[src/rtl/dram_boot_pkg.sv]
package dram_boot_pkg;

    typedef enum logic [3:0] {
        S_ARM,
        S_WAIT,
        S_PRE,
        S_PRE_GAP,
        S_REF,
        S_REF_GAP,
        S_MRS,
        S_MRS_GAP,
        S_SMR,
        S_SMR_GAP,
        S_DONE
    } boot_state_t;

    typedef enum logic [2:0] {
        C_NOP,
        C_PRE,
        C_REF,
        C_MRS,
        C_SMR
    } boot_cmd_t;

    // address bit positions the memory decodes
    localparam int RSV_BIT = 10;  // must be 0 during a mode load
    localparam int AP_BIT  = 8;   // all-bank precharge select
    localparam int LC_BIT  = 6;   // special register: load colour
    localparam int LM_BIT  = 5;   // special register: load mask

endpackage

[src/rtl/boot_cmd_enc.sv]
module boot_cmd_enc
    import dram_boot_pkg::*;
#(
    parameter int ADDR_W = 11,
    parameter int BA_W   = 1
) (
    input  boot_cmd_t           cmd,
    input  logic [ADDR_W-1:0]   mode_word,
    input  logic [ADDR_W-1:0]   smr_word,
    output logic                cs_n,
    output logic                ras_n,
    output logic                cas_n,
    output logic                we_n,
    output logic [ADDR_W-1:0]   addr,
    output logic [BA_W-1:0]     ba
);

    always_comb begin
        cs_n  = 1'b0;
        ras_n = 1'b1;
        cas_n = 1'b1;
        we_n  = 1'b1;
        addr  = '0;
        ba    = '0;
        unique case (cmd)
            C_NOP: begin
            end
            C_PRE: begin
                ras_n        = 1'b0;
                we_n         = 1'b0;
                addr[AP_BIT] = 1'b1;
            end
            C_REF: begin
                ras_n = 1'b0;
                cas_n = 1'b0;
            end
            C_MRS: begin
                ras_n         = 1'b0;
                cas_n         = 1'b0;
                we_n          = 1'b0;
                addr          = mode_word;
                addr[RSV_BIT] = 1'b0;
            end
            C_SMR: begin
                ras_n = 1'b0;
                cas_n = 1'b0;
                we_n  = 1'b0;
                addr  = smr_word;
                ba    = '1;
            end
            default: begin
            end
        endcase
    end

endmodule

[src/rtl/boot_gap_timer.sv]
module boot_gap_timer #(
    parameter int CNT_W = 16
) (
    input  logic             clk,
    input  logic             rst_n,
    input  logic             load,
    input  logic [CNT_W-1:0] load_val,
    output logic             expired
);

    logic [CNT_W-1:0] cnt_q;

    always_ff @(posedge clk) begin
        if (!rst_n) begin
            cnt_q <= '0;
        end else if (load) begin
            cnt_q <= load_val;
        end else if (cnt_q != '0) begin
            cnt_q <= cnt_q - 1'b1;
        end
    end

    assign expired = (cnt_q == '0);

endmodule

[src/rtl/boot_ref_counter.sv]
module boot_ref_counter #(
    parameter int CW = 2
) (
    input  logic          clk,
    input  logic          rst_n,
    input  logic          inc,
    output logic [CW-1:0] count
);

    always_ff @(posedge clk) begin
        if (!rst_n) begin
            count <= '0;
        end else if (inc) begin
            count <= count + 1'b1;
        end
    end

endmodule

[src/rtl/dram_boot_seq.sv]
module dram_boot_seq
    import dram_boot_pkg::*;
#(
    parameter int CNT_W     = 16,
    parameter int ADDR_W    = 11,
    parameter int BA_W      = 1,
    parameter int REF_COUNT = 2,
    parameter int T_RP      = 3,
    parameter int T_RC      = 10,
    parameter int T_MRD     = 2,
    parameter bit MRS_FIRST = 1'b0,
    parameter bit SMR_EN    = 1'b1
) (
    input  logic              clk,
    input  logic              rst_n,
    input  logic [CNT_W-1:0]  wait_cycles,
    input  logic [ADDR_W-1:0] mode_word,
    input  logic [ADDR_W-1:0] smr_word,
    output logic              cs_n,
    output logic              ras_n,
    output logic              cas_n,
    output logic              we_n,
    output logic              cke,
    output logic              dqm,
    output logic [ADDR_W-1:0] addr,
    output logic [BA_W-1:0]   ba,
    output logic              init_done,
    output logic              smr_err
);

    localparam int REFS   = (REF_COUNT < 2) ? 2 : REF_COUNT;
    localparam int RCW    = $clog2(REFS + 1);
    localparam int G_RP   = (T_RP  < 1) ? 1 : T_RP;
    localparam int G_RC   = (T_RC  < 1) ? 1 : T_RC;
    localparam int G_MRD  = (T_MRD < 1) ? 1 : T_MRD;

    boot_state_t      state_q, state_d, tail_st;
    boot_cmd_t        cmd;
    logic             tmr_load, tmr_expired;
    logic [CNT_W-1:0] tmr_val;
    logic [RCW-1:0]   ref_cnt;
    logic             refs_left;
    logic             smr_bad, err_set, smr_err_q;

    assign smr_bad   = smr_word[LC_BIT] & smr_word[LM_BIT];
    assign tail_st   = (SMR_EN && !smr_bad) ? S_SMR : S_DONE;
    assign refs_left = (ref_cnt != RCW'(REFS));

    // state register
    always_ff @(posedge clk) begin
        if (!rst_n) begin
            state_q <= S_ARM;
        end else begin
            state_q <= state_d;
        end
    end

    // next state
    always_comb begin
        state_d = state_q;
        unique case (state_q)
            S_ARM:     state_d = S_WAIT;
            S_WAIT:    if (tmr_expired) state_d = S_PRE;
            S_PRE:     state_d = S_PRE_GAP;
            S_PRE_GAP: if (tmr_expired) state_d = MRS_FIRST ? S_MRS : S_REF;
            S_REF:     state_d = S_REF_GAP;
            S_REF_GAP: begin
                if (tmr_expired) begin
                    if (refs_left)      state_d = S_REF;
                    else if (MRS_FIRST) state_d = tail_st;
                    else                state_d = S_MRS;
                end
            end
            S_MRS:     state_d = S_MRS_GAP;
            S_MRS_GAP: if (tmr_expired) state_d = MRS_FIRST ? S_REF : tail_st;
            S_SMR:     state_d = S_SMR_GAP;
            S_SMR_GAP: if (tmr_expired) state_d = S_DONE;
            S_DONE:    state_d = S_DONE;
            default:   state_d = S_ARM;
        endcase
    end

    // outputs and timer loads
    always_comb begin
        cmd      = C_NOP;
        tmr_load = 1'b0;
        tmr_val  = '0;
        unique case (state_q)
            S_ARM: begin
                tmr_load = 1'b1;
                tmr_val  = (wait_cycles == '0) ? '0 : wait_cycles - 1'b1;
            end
            S_PRE: begin
                cmd      = C_PRE;
                tmr_load = 1'b1;
                tmr_val  = CNT_W'(G_RP - 1);
            end
            S_REF: begin
                cmd      = C_REF;
                tmr_load = 1'b1;
                tmr_val  = CNT_W'(G_RC - 1);
            end
            S_MRS: begin
                cmd      = C_MRS;
                tmr_load = 1'b1;
                tmr_val  = CNT_W'(G_MRD - 1);
            end
            S_SMR: begin
                cmd      = C_SMR;
                tmr_load = 1'b1;
                tmr_val  = CNT_W'(G_MRD - 1);
            end
            default: begin
            end
        endcase
    end

    assign err_set = SMR_EN && smr_bad && (state_d == S_DONE) &&
                     ((state_q == S_REF_GAP) || (state_q == S_MRS_GAP));

    always_ff @(posedge clk) begin
        if (!rst_n) begin
            smr_err_q <= 1'b0;
        end else if (err_set) begin
            smr_err_q <= 1'b1;
        end
    end

    boot_gap_timer #(.CNT_W(CNT_W)) u_timer (
        .clk      (clk),
        .rst_n    (rst_n),
        .load     (tmr_load),
        .load_val (tmr_val),
        .expired  (tmr_expired)
    );

    boot_ref_counter #(.CW(RCW)) u_refcnt (
        .clk   (clk),
        .rst_n (rst_n),
        .inc   (state_q == S_REF),
        .count (ref_cnt)
    );

    boot_cmd_enc #(.ADDR_W(ADDR_W), .BA_W(BA_W)) u_enc (
        .cmd       (cmd),
        .mode_word (mode_word),
        .smr_word  (smr_word),
        .cs_n      (cs_n),
        .ras_n     (ras_n),
        .cas_n     (cas_n),
        .we_n      (we_n),
        .addr      (addr),
        .ba        (ba)
    );

    assign cke       = 1'b1;
    assign init_done = (state_q == S_DONE);
    assign dqm       = (state_q != S_DONE);
    assign smr_err   = smr_err_q;

endmodule

[config.mk]
export PLATFORM = sky130hd
export DESIGN_NAME = dram_boot_seq
export DESIGN_NICKNAME = d
export VERILOG_FILES = /design/src/rtl/dram_boot_pkg.sv /design/src/rtl/boot_cmd_enc.sv /design/src/rtl/boot_gap_timer.sv /design/src/rtl/boot_ref_counter.sv /design/src/rtl/dram_boot_seq.sv
export SDC_FILE = /design/constraint.sdc
export NUM_CORES = 1
export LEC_CHECK = 0
export ABC_CLOCK_PERIOD_IN_PS = 4120
export BUFFER_PORTS_ARGS = -buffer_cell sky130_fd_sc_hd__buf_2
export CAP_MARGIN = 20
export CORE_MARGIN = 8
export CORE_UTILIZATION = 30
export DETAILED_ROUTE_END_ITERATION = 16
export PLACE_DENSITY = 0.5
export SLEW_MARGIN = 10
export SYNTH_ARGS = -nofsm -noshare
export SYNTH_HDL_FRONTEND = slang
export SYNTH_SLANG_ARGS = --single-unit
export TNS_END_PERCENT = 1
[constraint.sdc]
create_clock -name clk -period 4.12 [get_ports clk]
set_input_delay 0 -clock clk [delete_from_list [all_inputs] [get_ports clk]]
set_output_delay 0 -clock clk [all_outputs]
set_load 0.01 [all_outputs]
==> results of run 1 <==
## path summary, 6_finish.rpt
kind | startpoint | endpoint | slack [ns]
max reg2reg | u_timer.cnt_q[0]$_SDFFE_PN0P_ | u_timer.cnt_q[5]$_SDFFE_PN0P_ | 1.46
max | u_timer.cnt_q[0]$_SDFFE_PN0P_ | u_timer.cnt_q[5]$_SDFFE_PN0P_ | 1.46
min reg2reg | smr_err$_SDFFE_PN0P_ | smr_err$_SDFFE_PN0P_ | 0.47
min | rst_n | state_q[1]$_SDFF_PN0_ | 0.09
## worst min-delay path, stage by stage
cell and delay (ns):
buf_2 0.19, nand2_1 0.09, a31oi_1 0.03
## metal layers
metal	vias up	global-route usage	wire [um]
li1	933	-	-
met3	5	0.0200	402
met1	827	0.155	2420
met4	0	0.0476	76
met2	57	0.190	2270
met5	-	0	0
## layout by cell type (no fill, tap or decap), types with 4 or more instances in the layout
cell / Yosys / final
a22o_1: 9 / 9
nand2_1: 11 / 11
nor3_1: 8 / 8
nand4_1: 4 / 4
and2_1: 4 / 4
o21ai_0: 4 / 4
a22oi_1: 8 / 8
ha_1: 4 / 4
nor3b_1: 5 / 5
buf_2: 3 / 56
nor2_1: 22 / 22
a21oi_1: 11 / 11
xor2_1: 18 / 18
xnor2_1: 8 / 8
inv_1: 12 / 12
or3_1: 5 / 5
o22ai_1: 4 / 4
dfxtp_1: 23 / 23
nor4_1: 11 / 11
## sequential cells by signal, summed over array words and instances (netlist names)
signal	count
u_timer.cnt_q	16
state_q	4
u_refcnt.count	2
smr_err	1
## kinds of logic after synthesis
| logic type | count (synthesis) | share of synthesized area |
|---|---|---|
| and+or+nand+nor | 94 | 0.295 |
| xor gates and xnor gates | 26 | 0.124 |
| adders and majority gates | 4 | 0.0273 |
| other | 2 | 0.00410 |
| buffers and inverters | 28 | 0.0718 |
| AOI/OAI and AO/OA | 55 | 0.226 |
| DFF | 23 | 0.252 |
## cells in the mapped netlist, types with 3 or more instances
| library cell | number | area share |
|---|---|---|
| nor3b_1 | 5 | 0.021 |
| dfxtp_1 | 23 | 0.25 |
| or2_2 | 3 | 0.010 |
| xnor2_1 | 8 | 0.038 |
| a22oi_1 | 8 | 0.033 |
| ha_1 | 4 | 0.027 |
| or3_1 | 5 | 0.017 |
| xor2_1 | 18 | 0.086 |
| a21oi_1 | 11 | 0.030 |
| buf_2 | 3 | 0.0082 |
| nor2_1 | 22 | 0.045 |
| o21ai_0 | 4 | 0.011 |
| nor4_1 | 11 | 0.038 |
| nand2_1 | 11 | 0.023 |
| and2_1 | 4 | 0.014 |
| a22o_1 | 9 | 0.043 |
| clkbuf_1 | 8 | 0.016 |
| o21bai_1 | 3 | 0.012 |
| o31ai_1 | 3 | 0.012 |
| nand2b_1 | 3 | 0.010 |
| nand3_1 | 3 | 0.0082 |
| nor3_1 | 8 | 0.022 |
| nand4_1 | 4 | 0.014 |
| o22ai_1 | 4 | 0.014 |
| or4_1 | 3 | 0.012 |
| inv_1 | 12 | 0.025 |
## power by group through the flow
stage | sequential [mW] | combinational (mW) | clock (mW)
after global placement | 0.273 | 0.192 | 0
final | 0.268 | 0.193 | 0.146
after CTS | 0.268 | 0.193 | 0.153
after global routing | 0.272 | 0.215 | 0.163
after floorplan | 0.264 | 0.156 | 0
after detailed placement | 0.272 | 0.191 | 0
## metrics by stage
stage	util	total power, mW	area, um^2	setup WS [ns]	hold slack, ns
final	0.366	0.607	2170	1.46	0.0871
after global routing	0.366	0.651	2170	1.24	0.0848
after CTS	0.366	0.613	2160	1.40	0.0807
after detailed placement	0.358	0.464	2120	1.41	0.289
after global placement	0.358	0.465	2120	1.44	0.293
after floorplan	-	0.420	1830	1.97	0.122
## area by class of cell
type	instances	area [um^2]	area share
well taps	75	93.8	0.0433
clock buffers	3	41.3	0.0190
repair buffers	57	285	0.131
clock inverters	1	5.00	0.00231
multi-input cells	181	1240	0.571
flip-flops and latches	23	460	0.212
inverters	12	45.0	0.0208
==> results.md, run 1 <==
- Die area: 0.00886 mm^2
- VDD IR max: 0.000119 V
- P_int: 0.395 mW
- Status: completed
- Highest Clock Rate: 376 MHz
- Synthesized area: 0.00183 mm^2
- H-tree depth: 1
- Crit. End Element: register
- Pin slew with the least headroom to its limit: 0.817 ns
- 1st-iter DRT viols: 99
- Post-CTS Setup Repair Bufs: 0
- Crit path time final: 2.66 ns
- Fin Setup TNS: 0 ns
- Initial antenna violation count: 0
- Root Driver: clkbuf_8
- Register share of total power: 0.442
- Largest net degree at the start of global routing: 17
- Hold_buf cts: 0
- Grt ovf: 0
- PD cells: 280 mW/mm^2
- Drt wl/cell: 14.7 um
- Area delta synth->final: 18.5%
- Clk_lat worst skew: 0.27 ns
- R2R cell count: 7
- Highest-delay cell along the critical path: or4b_1
- Distinct cells, synth: 51
- Top_reg_cell synth: dfxtp_1
- Worst Path Max Fanout: 12
- Detail Route Antenna Nets: 0
- Clock tree buffer depth: 2
- Resized Gates After CTS: 0
- Core Region: 0.00592 mm^2
- Vias: 1822
- First-pass DRT Iterations: 4
- Fin. Hold Viols: 0
- Worst path cell trace: inv_1, ha_1, or4b_1, or2_1, o31ai_4, nand2b_1, o22ai_1
- Clock Power Share: 0.241
- Fillers: 637
- Fin cells: 352
- Critical Path AT: 2.82 ns
- Avg Cell Area, Syn: 7.89 um^2
- EDFF count, synth: 0
- CP peak stage delay: 0.57 ns
- Reg clk slew, reported paths: 0.09 ns
- Global placer's final weighted congestion: 0.825
- Drt total wl: 5.17 mm
- Clock Skew: 0.00473 ns
- DRC Markers: 0
- Critical path class: register to register
- Starting Density: 0.309
- Ys Warns: 0
- Hold Path Depth: 3
- Startpoint types: register
- IO Port Bufs: 56
- Flops & latches, synth: 23
- Async S/R FF share, synth: 0
- Critical path's top delay family: simple AND/OR/NAND/NOR gates
- Core Rows: 28
- WP buf/inv: 1
- P_sw: 0.212 mW
- Count of endpoints failing setup in the final report: 0
- WP data required: 4.28 ns
- Comb power frac: 0.317
- Die Y-Extent: 94.1 um
- Slew Limit Headroom: 0.450
- I/O pin cnt: 60
- Max Cap Viol: 0
- Vias in the first global route: 1793
- Share of layout cells above drive strength 1: 0.264
- Final nets: 322
- LEAKAGE: 0.948 nW
- Mapped Nets: 276
- Hold crit path type: primary input to register
- Die X: 94.1 um
- Final Cycle Share: 0.646
- Syn Inst Count: 232
- DP HPWL: 4.04 mm
- Total global-route track usage: 0.119
- First-pass GRT wire length: 8.70 mm
- Via density: 5.18
- Clk sinks: 23
- RSZ-0062 raised after global routing: no
- Slew Limit Fails: 0
- Antenna cells: 0
- Crit path depth: 7
- Seq/Total Area, Yosys: 0.252
- TritonCTS clock tree: yes
- Sw Ratio: 0.349
- Inst Count DP: 347
- TritonCTS buffer count: 3
Power figures use the tool's default switching activity.
==> inputs of run 2 (changes only) <==
--- a/config.mk
+++ b/config.mk
@@ -5,13 +5,13 @@
 export SDC_FILE = /design/constraint.sdc
 export NUM_CORES = 1
 export LEC_CHECK = 0
-export ABC_CLOCK_PERIOD_IN_PS = 4120
+export ABC_CLOCK_PERIOD_IN_PS = 2300
 export BUFFER_PORTS_ARGS = -buffer_cell sky130_fd_sc_hd__buf_2
 export CAP_MARGIN = 20
 export CORE_MARGIN = 8
 export CORE_UTILIZATION = 30
 export DETAILED_ROUTE_END_ITERATION = 16
-export PLACE_DENSITY = 0.5
+export PLACE_DENSITY = 0.52
 export SLEW_MARGIN = 10
 export SYNTH_ARGS = -nofsm -noshare
 export SYNTH_HDL_FRONTEND = slang
==> constraint.sdc (replaced) <==
create_clock -name clk -period 2.3 [get_ports clk]
set_input_delay 0 -clock clk [delete_from_list [all_inputs] [get_ports clk]]
set_output_delay 0 -clock clk [all_outputs]
set_load 0.01 [all_outputs]
==> run 2 against run 1 <==
Against the previous run:
- core utilization is 1.7 points higher
- clock-buffer cell count increased by 1
- cell count rose by 3.4%
- sequential power increased by 75%
- register-to-register slack got worse by 1.2 ns
- sequential cell count unchanged
- combinational power grew 100%
- largest power group unchanged
==> results.md, run 2 (synthesis results as in run 1) <==
- Status: completed
- Count of endpoints failing setup in the final report: 0
- Clk sinks: 23
- Fin Setup TNS: 0 ns
- Reg clk slew, reported paths: 0.08 ns
- R2r endpoint: u_timer.cnt_q[0]$_SDFFE_PN0P_
- DP HPWL: 4.09 mm
- Final Cell Area: 0.00227 mm^2
- R2R cell count: 7
- Clock tree buffer depth: 2
- Core Region: 0.00592 mm^2
- Antenna cells: 0
- Worst Hold Path EP: state_q[1]$_SDFF_PN0_
- Startpoint types: register
- Grt ovf: 0
- Drt total wl: 5.12 mm
- Largest net degree at the start of global routing: 16
- Die X: 94.1 um
- Drt wl/cell: 14.1 um
- Hold crit path type: primary input to register
- WP data required: 2.46 ns
- IO Port Bufs: 56
- Vias in the first global route: 1768
- Initial antenna violation count: 0
- Core Rows: 28
- Crit path time final: 2.09 ns
- Top reg by flops: u_timer.cnt_q
- VDD IR max: 0.000244 V
- First-pass DRT Iterations: 4
- TritonCTS buffer count: 3
- Max Cap Viol: 0
- Highest Clock Rate: 479 MHz
- Critical path class: register to register
- FF/Latch Area: 460 um^2
- Starting Density: 0.309
- Max FFs per register: 16
- Biggest regs: u_timer.cnt_q x16, state_q x4, u_refcnt.count x2
- Critical Path AT: 2.25 ns
- Slew Limit Headroom: 0.605
- Pin slew with the least headroom to its limit: 0.589 ns
- First-pass GRT wire length: 8.34 mm
- Fin. Hold Viols: 0
- Final Cycle Share: 0.908
- RR Startpoint: u_timer.cnt_q[0]$_SDFFE_PN0P_
- LEAKAGE: 1.01 nW
- RSZ-0062 raised after global routing: no
- Flop2flop setup slack: 0.21 ns
- Global placer's final weighted congestion: 0.863
- Slew Limit Fails: 0
- Die area: 0.00886 mm^2
- TritonCTS clock tree: yes
- Share of layout cells above drive strength 1: 0.298
- Total global-route track usage: 0.115
- Fillers: 628
- Post-CTS Setup Repair Bufs: 0
- Die Y-Extent: 94.1 um
- I/O pin cnt: 60
- Area delta synth->final: 23.9%
- Final nets: 334
- Most frequent cells in the layout: buf_2, dfxtp_1, nor2_1
- Clk_lat worst skew: 0.26 ns
- Detail Route Antenna Nets: 0
- Crit. End Element: register
- Hold Path Depth: 3
- Vias: 1910
- DRC Markers: 0
- 1st-iter DRT viols: 101
- Commonest non-fill, non-tap cell in the layout: buf_2
- Total power: 1.12 mW
- Cell Area, Placed: 0.00222 mm^2
- Hold_sp: rst_n
- Area of the multi-input gates: 0.00125 mm^2
- H-tree depth: 1
- Clock Skew: 0.00161 ns
- Via density: 5.25
- Root Driver: clkbuf_8
- PD cells: 494 mW/mm^2
- Worst Path Max Fanout: 9
run 2: what timing repair did:
| action | 4_1_cts | 5_1_grt |
|---|---|---|
| hold buffers | 0 | 0 |
| setup endpoints to repair | 0 | 27 |
| gates resized for setup | 0 | 2 |
run 2: metal layers:
layer / global-route usage / share of wire
met1: 0.150 / 0.45
met2: 0.180 / 0.43
met3: 0.0216 / 0.11
met4: 0.0436 / 0.014
met5: 0 / 0
run 2: cell type report:
cell class                      instances  area share
Multi-Input combinational cell        181       0.549
Sequential cell                        23       0.203
Timing Repair Buffer                   69       0.167
Tap cell                               75      0.0414
Clock buffer                            4      0.0199
Inverter                               12      0.0199
run 2: how the worst max path moves through the flow:
| stage | startpoint | to | slack (ns) | depth (start not counted) |
|---|---|---|---|---|
| floorplan | u_timer.cnt_q[0]$_SDFFE_PN0P_ | u_timer.cnt_q[0]$_SDFFE_PN0P_ | 0.15 | 9 |
| global placement | u_timer.cnt_q[0]$_SDFFE_PN0P_ | u_timer.cnt_q[0]$_SDFFE_PN0P_ | 0.12 | 7 |
| detailed placement | u_timer.cnt_q[1]$_SDFFE_PN0P_ | u_timer.cnt_q[0]$_SDFFE_PN0P_ | 0.10 | 7 |
| CTS | u_timer.cnt_q[0]$_SDFFE_PN0P_ | u_timer.cnt_q[0]$_SDFFE_PN0P_ | 0.09 | 7 |
| global route | u_timer.cnt_q[1]$_SDFFE_PN0P_ | u_timer.cnt_q[12]$_SDFFE_PN0P_ | 0.07 | 8 |
| finish | u_timer.cnt_q[0]$_SDFFE_PN0P_ | u_timer.cnt_q[0]$_SDFFE_PN0P_ | 0.21 | 7 |
run 2: critical path, cell delays in order, from the launching register on:
cell and delay, ns:
dfxtp_1 0.32, inv_1 0.07, ha_1 0.22, or4b_1 0.47, or2_4 0.33, or2_4 0.29, o31ai_1 0.22, a21oi_1 0.06
run 2: per-stage QoR:
step                hold WS (ns)  worst slack [ns]  instances   util
floorplan                  0.122             0.147        232      -
global placement           0.292             0.119        360  0.374
detailed placement         0.290             0.102        360  0.374
CTS                       0.0698            0.0878        364  0.382
global route              0.0908            0.0674        364  0.383
finish                    0.0791             0.212        364  0.383
run 2: power by group:
part / internal [mW] / switching, mW / total (mW)
logic: 0.181 / 0.213 / 0.394
registers: 0.435 / 0.0340 / 0.469
clock network: 0.124 / 0.135 / 0.258
